$ cat src/rtl/phy_rb_pkg.sv
package phy_rb_pkg;
  localparam int NUM_EVT = 4;
  localparam int EVT_VBUS_RISE = 0;
  localparam int EVT_ID_RISE   = 1;
  localparam int EVT_ID_FALL   = 2;
  localparam int EVT_LS_CHG    = 3;

  localparam int SUSP_W    = 9;
  localparam int OPM_W     = 4;
  localparam int ANA_W     = 6;
  localparam int IDSEL_BIT = 9;
  localparam int IDVAL_BIT = 10;
  localparam int OPM_LSB   = 12;

  localparam logic [SUSP_W-1:0] SUSP_OFF  = 9'h000;
  localparam logic [SUSP_W-1:0] SUSP_ON   = 9'h1d1;
  localparam logic [OPM_W-1:0]  OPM_NODRV = 4'd5;
  localparam logic [OPM_W-1:0]  OPM_NORM  = 4'd1;

  localparam logic [15:0] CTRL_WMASK = 16'hF7FF;
  localparam logic [15:0] CTRL_RST   = {OPM_NODRV, 3'b000, SUSP_OFF};
  localparam logic [15:0] ANA_WMASK  = 16'((1 << ANA_W) - 1);

  typedef enum logic [1:0] {
    A_CTRL = 2'd0,
    A_ANA  = 2'd1,
    A_EVT  = 2'd2,
    A_STAT = 2'd3
  } reg_sel_e;

  typedef struct packed {
    logic       dcd;
    logic       dcp;
    logic       cp;
    logic [1:0] ls;
    logic       id;
    logic       vbus;
  } phy_in_t;

  // lower half takes new data where the upper-half enable is set
  function automatic logic [15:0] mask_merge(logic [15:0] old_v, logic [31:0] wd,
                                             logic [15:0] legal);
    logic [15:0] en;
    en = wd[31:16] & legal;
    return (old_v & ~en) | (wd[15:0] & en);
  endfunction
endpackage

$ cat src/rtl/phy_rb_sync.sv
module phy_rb_sync #(
  parameter int W      = 1,
  parameter int STAGES = 2
) (
  input  logic         clk_i,
  input  logic         rst_ni,
  input  logic [W-1:0] d_i,
  output logic [W-1:0] q_o
);
  logic [STAGES-1:0][W-1:0] stg_q;

  always_ff @(posedge clk_i or negedge rst_ni) begin
    if (!rst_ni) stg_q <= '0;
    else         stg_q <= {stg_q[STAGES-2:0], d_i};
  end

  assign q_o = stg_q[STAGES-1];
endmodule

$ cat src/rtl/phy_rb_edge.sv
module phy_rb_edge import phy_rb_pkg::*; (
  input  logic               clk_i,
  input  logic               rst_ni,
  input  logic               vbus_i,
  input  logic               id_i,
  input  logic [1:0]         ls_i,
  output logic [NUM_EVT-1:0] edge_o
);
  logic       vbus_q, id_q;
  logic [1:0] ls_q;

  always_ff @(posedge clk_i or negedge rst_ni) begin
    if (!rst_ni) begin
      vbus_q <= 1'b0;
      id_q   <= 1'b0;
      ls_q   <= '0;
    end else begin
      vbus_q <= vbus_i;
      id_q   <= id_i;
      ls_q   <= ls_i;
    end
  end

  assign edge_o[EVT_VBUS_RISE] = vbus_i & ~vbus_q;
  assign edge_o[EVT_ID_RISE]   = id_i & ~id_q;
  assign edge_o[EVT_ID_FALL]   = ~id_i & id_q;
  assign edge_o[EVT_LS_CHG]    = ls_i != ls_q;
endmodule

$ cat src/rtl/phy_rb_evt_slot.sv
module phy_rb_evt_slot (
  input  logic clk_i,
  input  logic rst_ni,
  input  logic edge_i,
  input  logic en_we_i,
  input  logic en_d_i,
  input  logic clr_i,
  output logic en_o,
  output logic st_o
);
  always_ff @(posedge clk_i or negedge rst_ni) begin
    if (!rst_ni) begin
      en_o <= 1'b0;
      st_o <= 1'b0;
    end else begin
      if (en_we_i) en_o <= en_d_i;
      // a qualifying edge beats a simultaneous clear
      if (edge_i && en_o) st_o <= 1'b1;
      else if (clr_i)     st_o <= 1'b0;
    end
  end
endmodule

$ cat src/rtl/phy_ctl_regbank.sv
module phy_ctl_regbank import phy_rb_pkg::*; #(
  parameter int ADDR_W      = 3,
  parameter int SYNC_STAGES = 2
) (
  input  logic              clk_i,
  input  logic              rst_ni,
  input  logic              req_i,
  input  logic              we_i,
  input  logic [ADDR_W-1:0] addr_i,
  input  logic [31:0]       wdata_i,
  output logic [31:0]       rdata_o,
  input  logic              vbus_valid_i,
  input  logic              id_i,
  input  logic [1:0]        linestate_i,
  input  logic              chg_cp_i,
  input  logic              chg_dcp_i,
  input  logic              chg_dcd_i,
  output logic [8:0]        suspend_o,
  output logic [3:0]        opmode_o,
  output logic              dp_vsrc_en_o,
  output logic              dm_vsrc_en_o,
  output logic              dm_isink_en_o,
  output logic              dp_isink_en_o,
  output logic              dp_isrc_en_o,
  output logic              dm_pulldn_en_o,
  output logic              id_o,
  output logic              irq_o
);
  localparam int SEL_W = 2;
  localparam int PIN_W = $bits(phy_in_t);

  logic     hit, wr;
  reg_sel_e sel;
  phy_in_t  pin_raw, pin_s;

  logic [15:0]      ctrl_q;
  logic [ANA_W-1:0] ana_q;
  logic [NUM_EVT-1:0] evt_en, evt_st, evt_edge;
  logic [15:0]      evt_rd;

  assign hit = (addr_i >> SEL_W) == '0;
  assign sel = reg_sel_e'(addr_i[SEL_W-1:0]);
  assign wr  = req_i & we_i & hit;

  assign pin_raw = {chg_dcd_i, chg_dcp_i, chg_cp_i, linestate_i, id_i, vbus_valid_i};

  phy_rb_sync #(.W(PIN_W), .STAGES(SYNC_STAGES)) i_sync (
    .clk_i, .rst_ni, .d_i(pin_raw), .q_o(pin_s)
  );

  always_ff @(posedge clk_i or negedge rst_ni) begin
    if (!rst_ni) begin
      ctrl_q <= CTRL_RST;
      ana_q  <= '0;
    end else if (wr) begin
      if (sel == A_CTRL) ctrl_q <= mask_merge(ctrl_q, wdata_i, CTRL_WMASK);
      if (sel == A_ANA)  ana_q  <= ANA_W'(mask_merge(16'(ana_q), wdata_i, ANA_WMASK));
    end
  end

  phy_rb_edge i_edge (
    .clk_i, .rst_ni,
    .vbus_i(pin_s.vbus), .id_i(pin_s.id), .ls_i(pin_s.ls),
    .edge_o(evt_edge)
  );

  for (genvar k = 0; k < NUM_EVT; k++) begin : g_evt
    logic wr_evt;
    assign wr_evt = wr && (sel == A_EVT);
    phy_rb_evt_slot i_slot (
      .clk_i, .rst_ni,
      .edge_i (evt_edge[k]),
      .en_we_i(wr_evt && wdata_i[16+2*k]),
      .en_d_i (wdata_i[2*k]),
      .clr_i  (wr_evt && wdata_i[17+2*k] && wdata_i[2*k+1]),
      .en_o   (evt_en[k]),
      .st_o   (evt_st[k])
    );
  end

  always_comb begin
    evt_rd = '0;
    for (int k = 0; k < NUM_EVT; k++) begin
      evt_rd[2*k]   = evt_en[k];
      evt_rd[2*k+1] = evt_st[k];
    end
  end

  always_comb begin
    rdata_o = '0;
    if (hit) begin
      case (sel)
        A_CTRL:  rdata_o = {16'h0, ctrl_q};
        A_ANA:   rdata_o = 32'(ana_q);
        A_EVT:   rdata_o = {16'h0, evt_rd};
        default: rdata_o = 32'(pin_s);
      endcase
    end
  end

  assign suspend_o      = ctrl_q[SUSP_W-1:0];
  assign opmode_o       = ctrl_q[OPM_LSB +: OPM_W];
  assign dp_vsrc_en_o   = ana_q[0];
  assign dm_vsrc_en_o   = ana_q[1];
  assign dm_isink_en_o  = ana_q[2];
  assign dp_isink_en_o  = ana_q[3];
  assign dp_isrc_en_o   = ana_q[4];
  assign dm_pulldn_en_o = ana_q[5];
  assign id_o           = ctrl_q[IDSEL_BIT] ? ctrl_q[IDVAL_BIT] : pin_s.id;
  assign irq_o          = |(evt_en & evt_st);
endmodule

$ cat config.mk
export PLATFORM = sky130hd
export DESIGN_NAME = phy_ctl_regbank
export DESIGN_NICKNAME = d
export VERILOG_FILES = /design/src/rtl/phy_rb_pkg.sv /design/src/rtl/phy_rb_sync.sv /design/src/rtl/phy_rb_edge.sv /design/src/rtl/phy_rb_evt_slot.sv /design/src/rtl/phy_ctl_regbank.sv
export SDC_FILE = /design/constraint.sdc
export NUM_CORES = 1
export LEC_CHECK = 0
export CORE_MARGIN = 5
export CORE_UTILIZATION = 25
export CTS_BUF_LIST = sky130_fd_sc_hd__clkbuf_8
export DETAILED_ROUTE_END_ITERATION = 6
export SKIP_LAST_GASP = 1
export SLEW_MARGIN = 20
export SYNTH_ARGS = -nofsm -noshare
export SYNTH_HDL_FRONTEND = slang
export SYNTH_SLANG_ARGS = --single-unit
export TNS_END_PERCENT = 10
$ cat constraint.sdc
create_clock -name clk_i -period 1.3 [get_ports clk_i]
set_input_delay 0.195 -clock clk_i [delete_from_list [all_inputs] [get_ports clk_i]]
set_output_delay 0.195 -clock clk_i [all_outputs]
set_load 0.005 [all_outputs]
Word level (Yosys, flattened, before mapping)
Index checks and enable logic that the tools add are counted.
{"block": "word_totals", "reg_bits": 48, "latchBits": 0, "ramBits": 0, "rom_bits": 0, "output_inout_bits": 53, "wordCells": 72, "memories": 0}
{"block": "op_classes", "addsub": 0, "n_mul": 0, "div_mod_pow": 0, "order_cmp": 0, "eq_ne": 3, "shift": 0, "n_mux": 11, "bitwise": 17, "reduce_logical": 26}
{"operator": "$pmux 16 s3", "n": 1}
{"operator": "$and 16x16->16", "n": 2}
{"operator": "$logic_and 1x1->1", "n": 17}
{"operator": "$mux 16", "n": 1}
{"operator": "$not 16->16", "n": 1}
{"operator": "$or 16x16->16", "n": 1}
{"operator": "$and 6x6->6", "n": 2}
{"operator": "$mux 1", "n": 9}
{"operator": "$reduce_bool 2->1", "n": 4}
{"operator": "$not 6->6", "n": 1}
{"operator": "$or 6x6->6", "n": 1}
{"operator": "$and 1x1->1", "n": 5}
{"operator": "$and 4x4->4", "n": 1}
{"operator": "$reduce_and 2->1", "n": 2}
{"operator": "$reduce_or 4->1", "n": 1}
{"operator": "$logic_not 3->1", "n": 1}
{"operator": "$not 1->1", "n": 3}
{"operator": "$eq 2x1->1 const B", "n": 1}
{"operator": "$eq 2x2->1 const B", "n": 1}
{"operator": "$logic_not 2->1", "n": 1}
{"operator": "$ne 2x2->1", "n": 1}

Logic depth before layout (Yosys ltp)
Gate-level depths: netlist of run 1.
{"block": "logic_depth", "depth_word": 7, "mapped_depth": 6, "ltp_nobuf": 3}

Hierarchy
A second synthesis of run 1 with hierarchy kept.
{"block": "hier_totals", "hier_cells": 197, "hier_area_um2": 2446.1}
{"module": "phy_ctl_regbank", "instances": 1, "cells_per_inst": 142, "area_per_inst_um2": 1592.8, "seq_area_each_um2": 528.0}
{"module": "phy_rb_sync", "instances": 1, "cells_per_inst": 21, "area_per_inst_um2": 402.9, "seq_area_each_um2": 350.3}
{"module": "phy_rb_evt_slot", "instances": 4, "cells_per_inst": 6, "area_per_inst_um2": 77.6, "seq_area_each_um2": 50.0}
{"module": "phy_rb_edge", "instances": 1, "cells_per_inst": 10, "area_per_inst_um2": 140.1, "seq_area_each_um2": 100.1}

Worst setup path after synthesis of run 1
Ideal clock, no wire load.
{"block": "synth_timing", "path_kind": "input port to flip-flop", "start": "in addr_i[0]", "end": "reg (tool-made name)", "setup_time_ps": 125, "arrival_ps": 1265, "setup_slack_ps": -90, "stages": 6, "path_cell_list": "buf_6 nand4bb_4 buf_6 buf_8 nor3b_2 mux2_2"}
{"item": "start, declared", "line": "phy_ctl_regbank.sv:9", "rtl": "input logic [ADDR_W-1:0] addr_i,"}

Worst setup path in the final report of run 1
{"block": "layout_timing", "start": "reg g_evt[0].i_slot.st_o", "end": "out rdata_o[1]"}
{"block": "layout_between", "elab_chain_cells": 2}
{"item": "start, declared", "line": "phy_rb_evt_slot.sv:9", "rtl": "output logic st_o"}
{"item": "start signal, assigned", "line": "phy_rb_evt_slot.sv:14", "rtl": "st_o <= 1'b0;"}
{"item": "start signal, assigned", "line": "phy_rb_evt_slot.sv:18", "rtl": "if (edge_i && en_o) st_o <= 1'b1;"}
{"item": "start signal, assigned", "line": "phy_rb_evt_slot.sv:19", "rtl": "else if (clr_i) st_o <= 1'b0;"}
{"item": "$pmux 16 s3", "line": "phy_ctl_regbank.sv:92", "rtl": "case (sel)"}
{"item": "$mux 16", "line": "phy_ctl_regbank.sv:91", "rtl": "if (hit) begin"}
{"item": "end, declared", "line": "phy_ctl_regbank.sv:11", "rtl": "output logic [31:0] rdata_o,"}
Every way passes these cells.

==> reports/metrics.yaml, run 1 <==
placement:
  place_area_sq_mm: 0.00352
  dpl_worst_slack_ns: -0.901
  gp_congestion: 0.747
  dp_hpwl_um: 5050
  dp_cells: 425
  numPortBuffers: 79
final_layout:
  area_growth_pct: 52.4
  fin_cells: 443
  fin_nets: 355
  diodes: 0
  area_of_all_placed_cells_without_fillers_sq_mm: 0.00370
  layout.cells.most_common_list: "56 x sky130_fd_sc_hd__clkdlybuf4s50_1, 45 x sky130_fd_sc_hd__dfrtp_1, 44 x sky130_fd_sc_hd__buf_4"
  drive_gt1_share_pct: 39.0
  nFillCells: 959
  seqCellArea_sq_mm: 0.00118
  multi_input_area_sq_mm: 0.00105
  utilization_pct: 38.4
  layout.cells.most_common: "sky130_fd_sc_hd__clkdlybuf4s50_1"
yosys:
  count_of_cell_types_in_the_netlist: 28
  synth_seq_cells: 47
  syn_avg_cell_area_sq_um: 12.5
  netlist_area_sq_mm: 0.00243
  ys_warn_count: 0
  post_synth_inst_count: 194
  synth-seq-area-share_pct: 48.5
worst_setup_path:
  worst_setup_path_end_kind: "primary output"
  timing.critical_path.fanout_max: 2
  critical-path-slowest-cell: "sky130_fd_sc_hd__mux4_2"
  worstPathRequired_ns: 1.11
  reg2reg_from: "i_sync.q_o[2]"
  reg2reg_slack_ns: 0.17
  cpPeakStageDelay_ns: 0.46
  worst_flop_to_flop_path_endpoint: "g_evt[3].i_slot.st_o"
  list_of_cells_traversed_by_the_critical_path: "mux4_2, nor2b_4, buf_2"
  ff2ff_path_depth: 5
  crit_arrival_ns: 1.43
  worst_setup_path_start_kind: "flop"
  timing.critical_path.from: "g_evt[0].i_slot.st_o"
  setup.worst_path.class: "flop to primary output"
timing:
  fmax_mhz: 615
  setup_violations: 40
  hold_violations: 0
  layout_worst_path_cycle_share_pct: 125
  postLayoutSetupSlackWorst_ns: -0.326
  hold_slack_final_ns: 0.323
  final_max_slew_viol_count: 0
  period_needed_ns: 1.63
  worst_clock_skew_ns: 0.0125
  grt_setup_unrepaired: "true"
route:
  remaining_drc_errors: 0
  routedWlPerCell_um: 14.9
  drt_first_iter_violations: 54
  postRouteWirelength_um: 6590
  route.antenna.remaining_nets: 0
  drtPass1Iterations: 4
  vias: 1843
  drt-vias-per-instance: 4.16
power_and_ir_drop:
  power-per-cell-area_mw_per_mm2: 1080
  leakage_power_nw: 1.62
  ir_worst_vdd_mv: 0.419
cts:
  cts-buffers-inserted: 5
  clkTransAtPathRegs_ns: 0.09
  cts-root-buf: "sky130_fd_sc_hd__clkbuf_8"
  max-clock-path-buffers: 2
  cts-htree-levels: 2
  cts.sinks: 47
  clock_tree_from_tritoncts: "yes"
  clk_latency_ns: 0.30
status:
  run_status: "finished, violations left"
  failing_checks: "negative setup slack"
floorplanning:
  overall_die_area_sq_mm: 0.0118
  initial_utilization_pct: 25.2
  placementRows: 36
  die_width_um: 109
  coreArea_sq_mm: 0.00964
  floorplan.io_pins: 99
  vertical_die_dimension_um: 109
run:
  max-cap-violations: 0
grt:
  global_route_wire_length_before_repair_um: 10400
  largest_net_degree_at_the_start_of_global_routing: 21
  gr-total-overflow: 0
  grt_antenna_before_repair: 0
  grt_pass1_vias: 1935
  gr-usage-all-layers_pct: 11.5
min_path:
  holdPathStages: 1
  min_delay_worst_endpoint: "i_sync.stg_q[0]"
  hold_class: "input pin to flop"
  hold_path_startpoint: "vbus_valid_i"
[final cells by class]
type	instances	area share, %
Timing Repair Buffer	131	32.8
Sequential cell	47	31.8
Multi-Input combinational cell	123	28.2
Tap cell	133	4.49
Clock buffer	6	2.23
Clock inverter	2	0.371
Inverter	1	0.101
[worst max-delay path: cells and delay by family, from the launching register on]
kind	cells	cell delay [ns]
buf+inv	1	0.12
flops	1	0.41
mux	1	0.46
simple gates	1	0.14
[power breakdown]
part / leakage (nW) / switching, W / internal, W
logic: 1.00 / 0.000420 / 0.000852
clock network: 0.0516 / 0.000510 / 0.000436
registers: 0.563 / 0.000117 / 0.00167
total: 1.62 / 0.00105 / 0.00296
[how the worst max path moves through the flow]
stage | depth (start not counted) | endpoint
after floorplan | 6 | flop
after global placement | 5 | rdata_o[1]
after detailed placement | 5 | rdata_o[2]
after CTS | 3 | rdata_o[1]
after global routing | 3 | rdata_o[1]
final | 3 | rdata_o[1]
[per-stage QoR]
step,total power (W),setup TNS [ns]
global placement,0.00307,-31.35
detailed placement,0.00308,-31.82
finish,0.00401,-6.49
floorplan,0.00235,-0.422
global route,0.00428,-9.20
CTS,0.00408,-12.27
[per-layer routing]
metal  track usage (%)  wire length [um]  part of all wire [%]
met3              3.55               551                   8.4
met2              19.3              3140                    48
met5                 0                 0                     0
met1              14.4              2790                    42
met4              3.34               103                   1.6
[cell usage after synthesis (all sizes together)]
library cell / instances / area, sq um
nor2b: 6 / 37.5
dfrtp: 45 / 1130
nand3b: 1 / 7.51
dfstp: 2 / 52.6
and4bb: 1 / 12.5
o21ai: 7 / 35.0
nand4: 1 / 6.26
nor3b: 15 / 148
a32o: 1 / 10.0
clkbuf: 1 / 5.00
mux2: 26 / 293
xor2: 2 / 17.5
mux4: 6 / 158
nor3: 8 / 40.0
conb: 1 / 3.75
nand4bb: 1 / 27.5
buf: 38 / 288
nand3: 7 / 35.0
and2: 7 / 43.8
mux2i: 1 / 10.0
nor2: 2 / 7.51
a22oi: 3 / 22.5
inv: 1 / 3.75
nand2: 11 / 41.3
[cell families (layout without fill, tap and decap cells)]
family          after synthesis  count (layout)  share of synthesized area [%]
flops                        47              47                           48.5
other cells                   1              17                          0.154
mux                          33              33                           18.9
buf+inv                      40             140                           12.2
simple gates                 60              60                           16.7
xor+xnor                      2               2                          0.721
compound gates               11              11                           2.78
[repair_timing]
item / in CTS / in global routing
buffers inserted: 6 / 2
cloned: 1 / 0
resized for setup: 60 / 22
pin swaps: 0 / 1
hold buffers: 1 / 0
hold endpoints to repair: 13 / 0
endpoints found under the setup margin: 65 / 61
(Power assumes the default switching activity.)
==> run 2, diff against run 1 <==
GPL_TIMING_DRIVEN = 0   (was unset)
==> run 2 against run 1 <==
  * The flow still finishes with violations (negative setup slack)
  * Global-route usage increased by 0.70 points
  * Setup slack got worse by 0.012 ns
  * Register-to-register slack improved by 0.02 ns
  * Total power increased by 4.6%
  * Design area increased by 4.2%
  * Highest routed layer unchanged
==> reports/metrics.yaml, run 2 (synthesis gave the netlist of run 1 again) <==
cts:
  clk_latency_ns: 0.30  # about the same
  cts.sinks: 47  # unchanged
  max-clock-path-buffers: 2  # unchanged
  cts-buffers-inserted: 5  # unchanged
  cts-htree-levels: 2  # unchanged
  clock_tree_from_tritoncts: "yes"
  clkTransAtPathRegs_ns: 0.09  # about the same
  cts-root-buf: "sky130_fd_sc_hd__clkbuf_8"
final_layout:
  utilization_pct: 40.1  # +1.6 points
  drive_gt1_share_pct: 44.3  # +5.3 points
  layout.cells.most_common_list: "68 x sky130_fd_sc_hd__buf_4, 58 x sky130_fd_sc_hd__clkdlybuf4s50_1, 45 x sky130_fd_sc_hd__dfrtp_1"
  diodes: 0  # unchanged
  area_growth_pct: 58.8
  fin_cells: 467  # +5.4%
  nFillCells: 997  # +4.0%
  layout.cells.most_common: "sky130_fd_sc_hd__buf_4"
  fin_nets: 379  # +6.8%
timing:
  period_needed_ns: 1.64  # +0.0117 ns
  setup_violations: 56  # +40%
  worst_margin_slew_ns: 0.548
  hold_violations: 0  # unchanged
  grt_setup_unrepaired: "true"
  layout_worst_path_cycle_share_pct: 126  # +0.90 points
  slew_headroom_pct: 63.4
  worst_clock_skew_ns: 0.00431  # -0.00823 ns
  fmax_mhz: 611  # -0.71%
  final_max_slew_viol_count: 0  # unchanged
  postLayoutSetupSlackWorst_ns: -0.337  # -0.0117 ns
status:
  run_status: "finished, violations left"
  failing_checks: "negative setup slack"
grt:
  grt_pass1_vias: 2032  # +5.0%
  gr-usage-all-layers_pct: 12.2  # +0.70 points
  global_route_wire_length_before_repair_um: 10900  # +5.2%
  gr-total-overflow: 0  # unchanged
  largest_net_degree_at_the_start_of_global_routing: 28  # +33%
  grt_antenna_before_repair: 0  # unchanged
worst_setup_path:
  cp-endpoint: "rdata_o[1]"
  worst_setup_path_start_kind: "flop"
  timing.critical_path.from: "g_evt[0].i_slot.st_o"
  reg2reg_slack_ns: 0.19  # +0.02 ns
  timing.critical_path.buf_inv: 1  # unchanged
  cpPeakStageDelay_ns: 0.47  # about the same
  setup.worst_path.class: "flop to primary output"
  cp.depth: 3  # unchanged
  worst_setup_path_end_kind: "primary output"
  worst_flop_to_flop_path_endpoint: "g_evt[3].i_slot.st_o"
  list_of_cells_traversed_by_the_critical_path: "mux4_2, nor2b_4, buf_6"
  crit_arrival_ns: 1.44  # about the same
  timing.critical_path.fanout_max: 3  # +1
  worstPathRequired_ns: 1.11  # about the same
  crit_family: "multiplexers"
  reg2reg_from: "i_sync.q_o[3]"
  critical-path-slowest-cell: "sky130_fd_sc_hd__mux4_2"
  ff2ff_path_depth: 5  # unchanged
power_and_ir_drop:
  power-per-cell-area_mw_per_mm2: 1090  # +0.35%
  ir_worst_vdd_mv: 0.451  # +7.5%
  leakage_power_nw: 1.74  # +7.3%
floorplanning:
  initial_utilization_pct: 25.2  # unchanged
  floorplan.io_pins: 99  # unchanged
  vertical_die_dimension_um: 109  # unchanged
  coreArea_sq_mm: 0.00964  # unchanged
  die_width_um: 109  # unchanged
  overall_die_area_sq_mm: 0.0118  # unchanged
  placementRows: 36  # unchanged
min_path:
  hold_path_startpoint: "vbus_valid_i"
  hold_class: "input pin to flop"
route:
  vias: 1921  # +4.2%
  routedWlPerCell_um: 15.3  # +3.0%
  met3WireLength_um: 572  # +3.8%
  wl_met2_um: 3380  # +7.5%
  highest-signal-layer: "met4"
  route.antenna.remaining_nets: 0  # unchanged
  drt-vias-per-instance: 4.11  # -1.1%
  drt_first_iter_violations: 35  # -35%
  remaining_drc_errors: 0  # unchanged
  drtPass1Iterations: 4  # unchanged
  postRouteWirelength_um: 7150  # +8.6%
  detail_route.wirelength.met1_um: 3150  # +13%
placement:
  numPortBuffers: 77  # -2.5%
  dp_cells: 421  # -0.94%
  dp_hpwl_um: 4940  # -2.1%
  gp_congestion: 0.724  # -3.1%
run:
  max-cap-violations: 0  # unchanged
-- run 2: where the power goes --
part	total [W]	internal [W]	switching, W	leakage (nW)
registers	0.00180	0.00167	0.000123	0.563
clock network	0.000966	0.000435	0.000531	0.0474
logic	0.00143	0.000972	0.000457	1.13
-- run 2: worst min-delay path by stage --
stage,end,depth (start not counted)
2_1_floorplan,async pin,0
3_3_place_gp,i_sync.q_o[5],0
3_5_place_dp,async pin,1
4_1_cts,i_sync.stg_q[0],1
5_1_grt,i_sync.stg_q[4],1
6_report,i_sync.stg_q[0],1
-- run 2: through the flow --
stage / setup slack (ns) / hold WS, ns / setup TNS (ns) / total power [W] / cell area (sq um)
floorplan: -0.0646 / -0.101 / -0.422 / 0.00235 / 2510
global placement: -1.39 / 0.332 / -89.81 / 0.00298 / 3450
detailed placement: -1.11 / 0.211 / -26.36 / 0.00300 / 3460
CTS: -0.342 / 0.309 / -10.92 / 0.00417 / 3800
global route: -0.384 / 0.313 / -13.90 / 0.00444 / 3860
finish: -0.337 / 0.315 / -10.70 / 0.00419 / 3860
-- run 2: repair_timing --
item / 4_1_cts / 5_1_grt
endpoints found under the hold margin: 18 / 0
hold buffers: 1 / 0
pin swaps: 8 / 2
gates resized for setup: 72 / 11
setup endpoints to repair: 57 / 60
buffers inserted: 31 / 6
-- run 2: cell type report --
class | instances | area (sq um) | area share [%]
tap | 133 | 166 | 4.31
inverter | 1 | 3.75 | 0.0972
timing repair buffer | 116 | 1030 | 26.6
multi-input combinational | 123 | 1060 | 27.3
clock inverter | 2 | 16.3 | 0.421
buffer | 39 | 330 | 8.55
sequential | 47 | 1180 | 30.5
clock buffer | 6 | 82.6 | 2.14
-- run 2: per-layer routing --
metal  up-vias  track usage [%]
met5         -                0
met4         0             2.07
met3         6             4.26
met2        76             20.7
met1       932             15.3
li1        907                -
==> run 3, diff against run 2 <==
CTS_CLUSTER_SIZE = 20   (was unset)
==> results of run 3 <==
Final layout, timing and power as in run 2 (identical DEF).
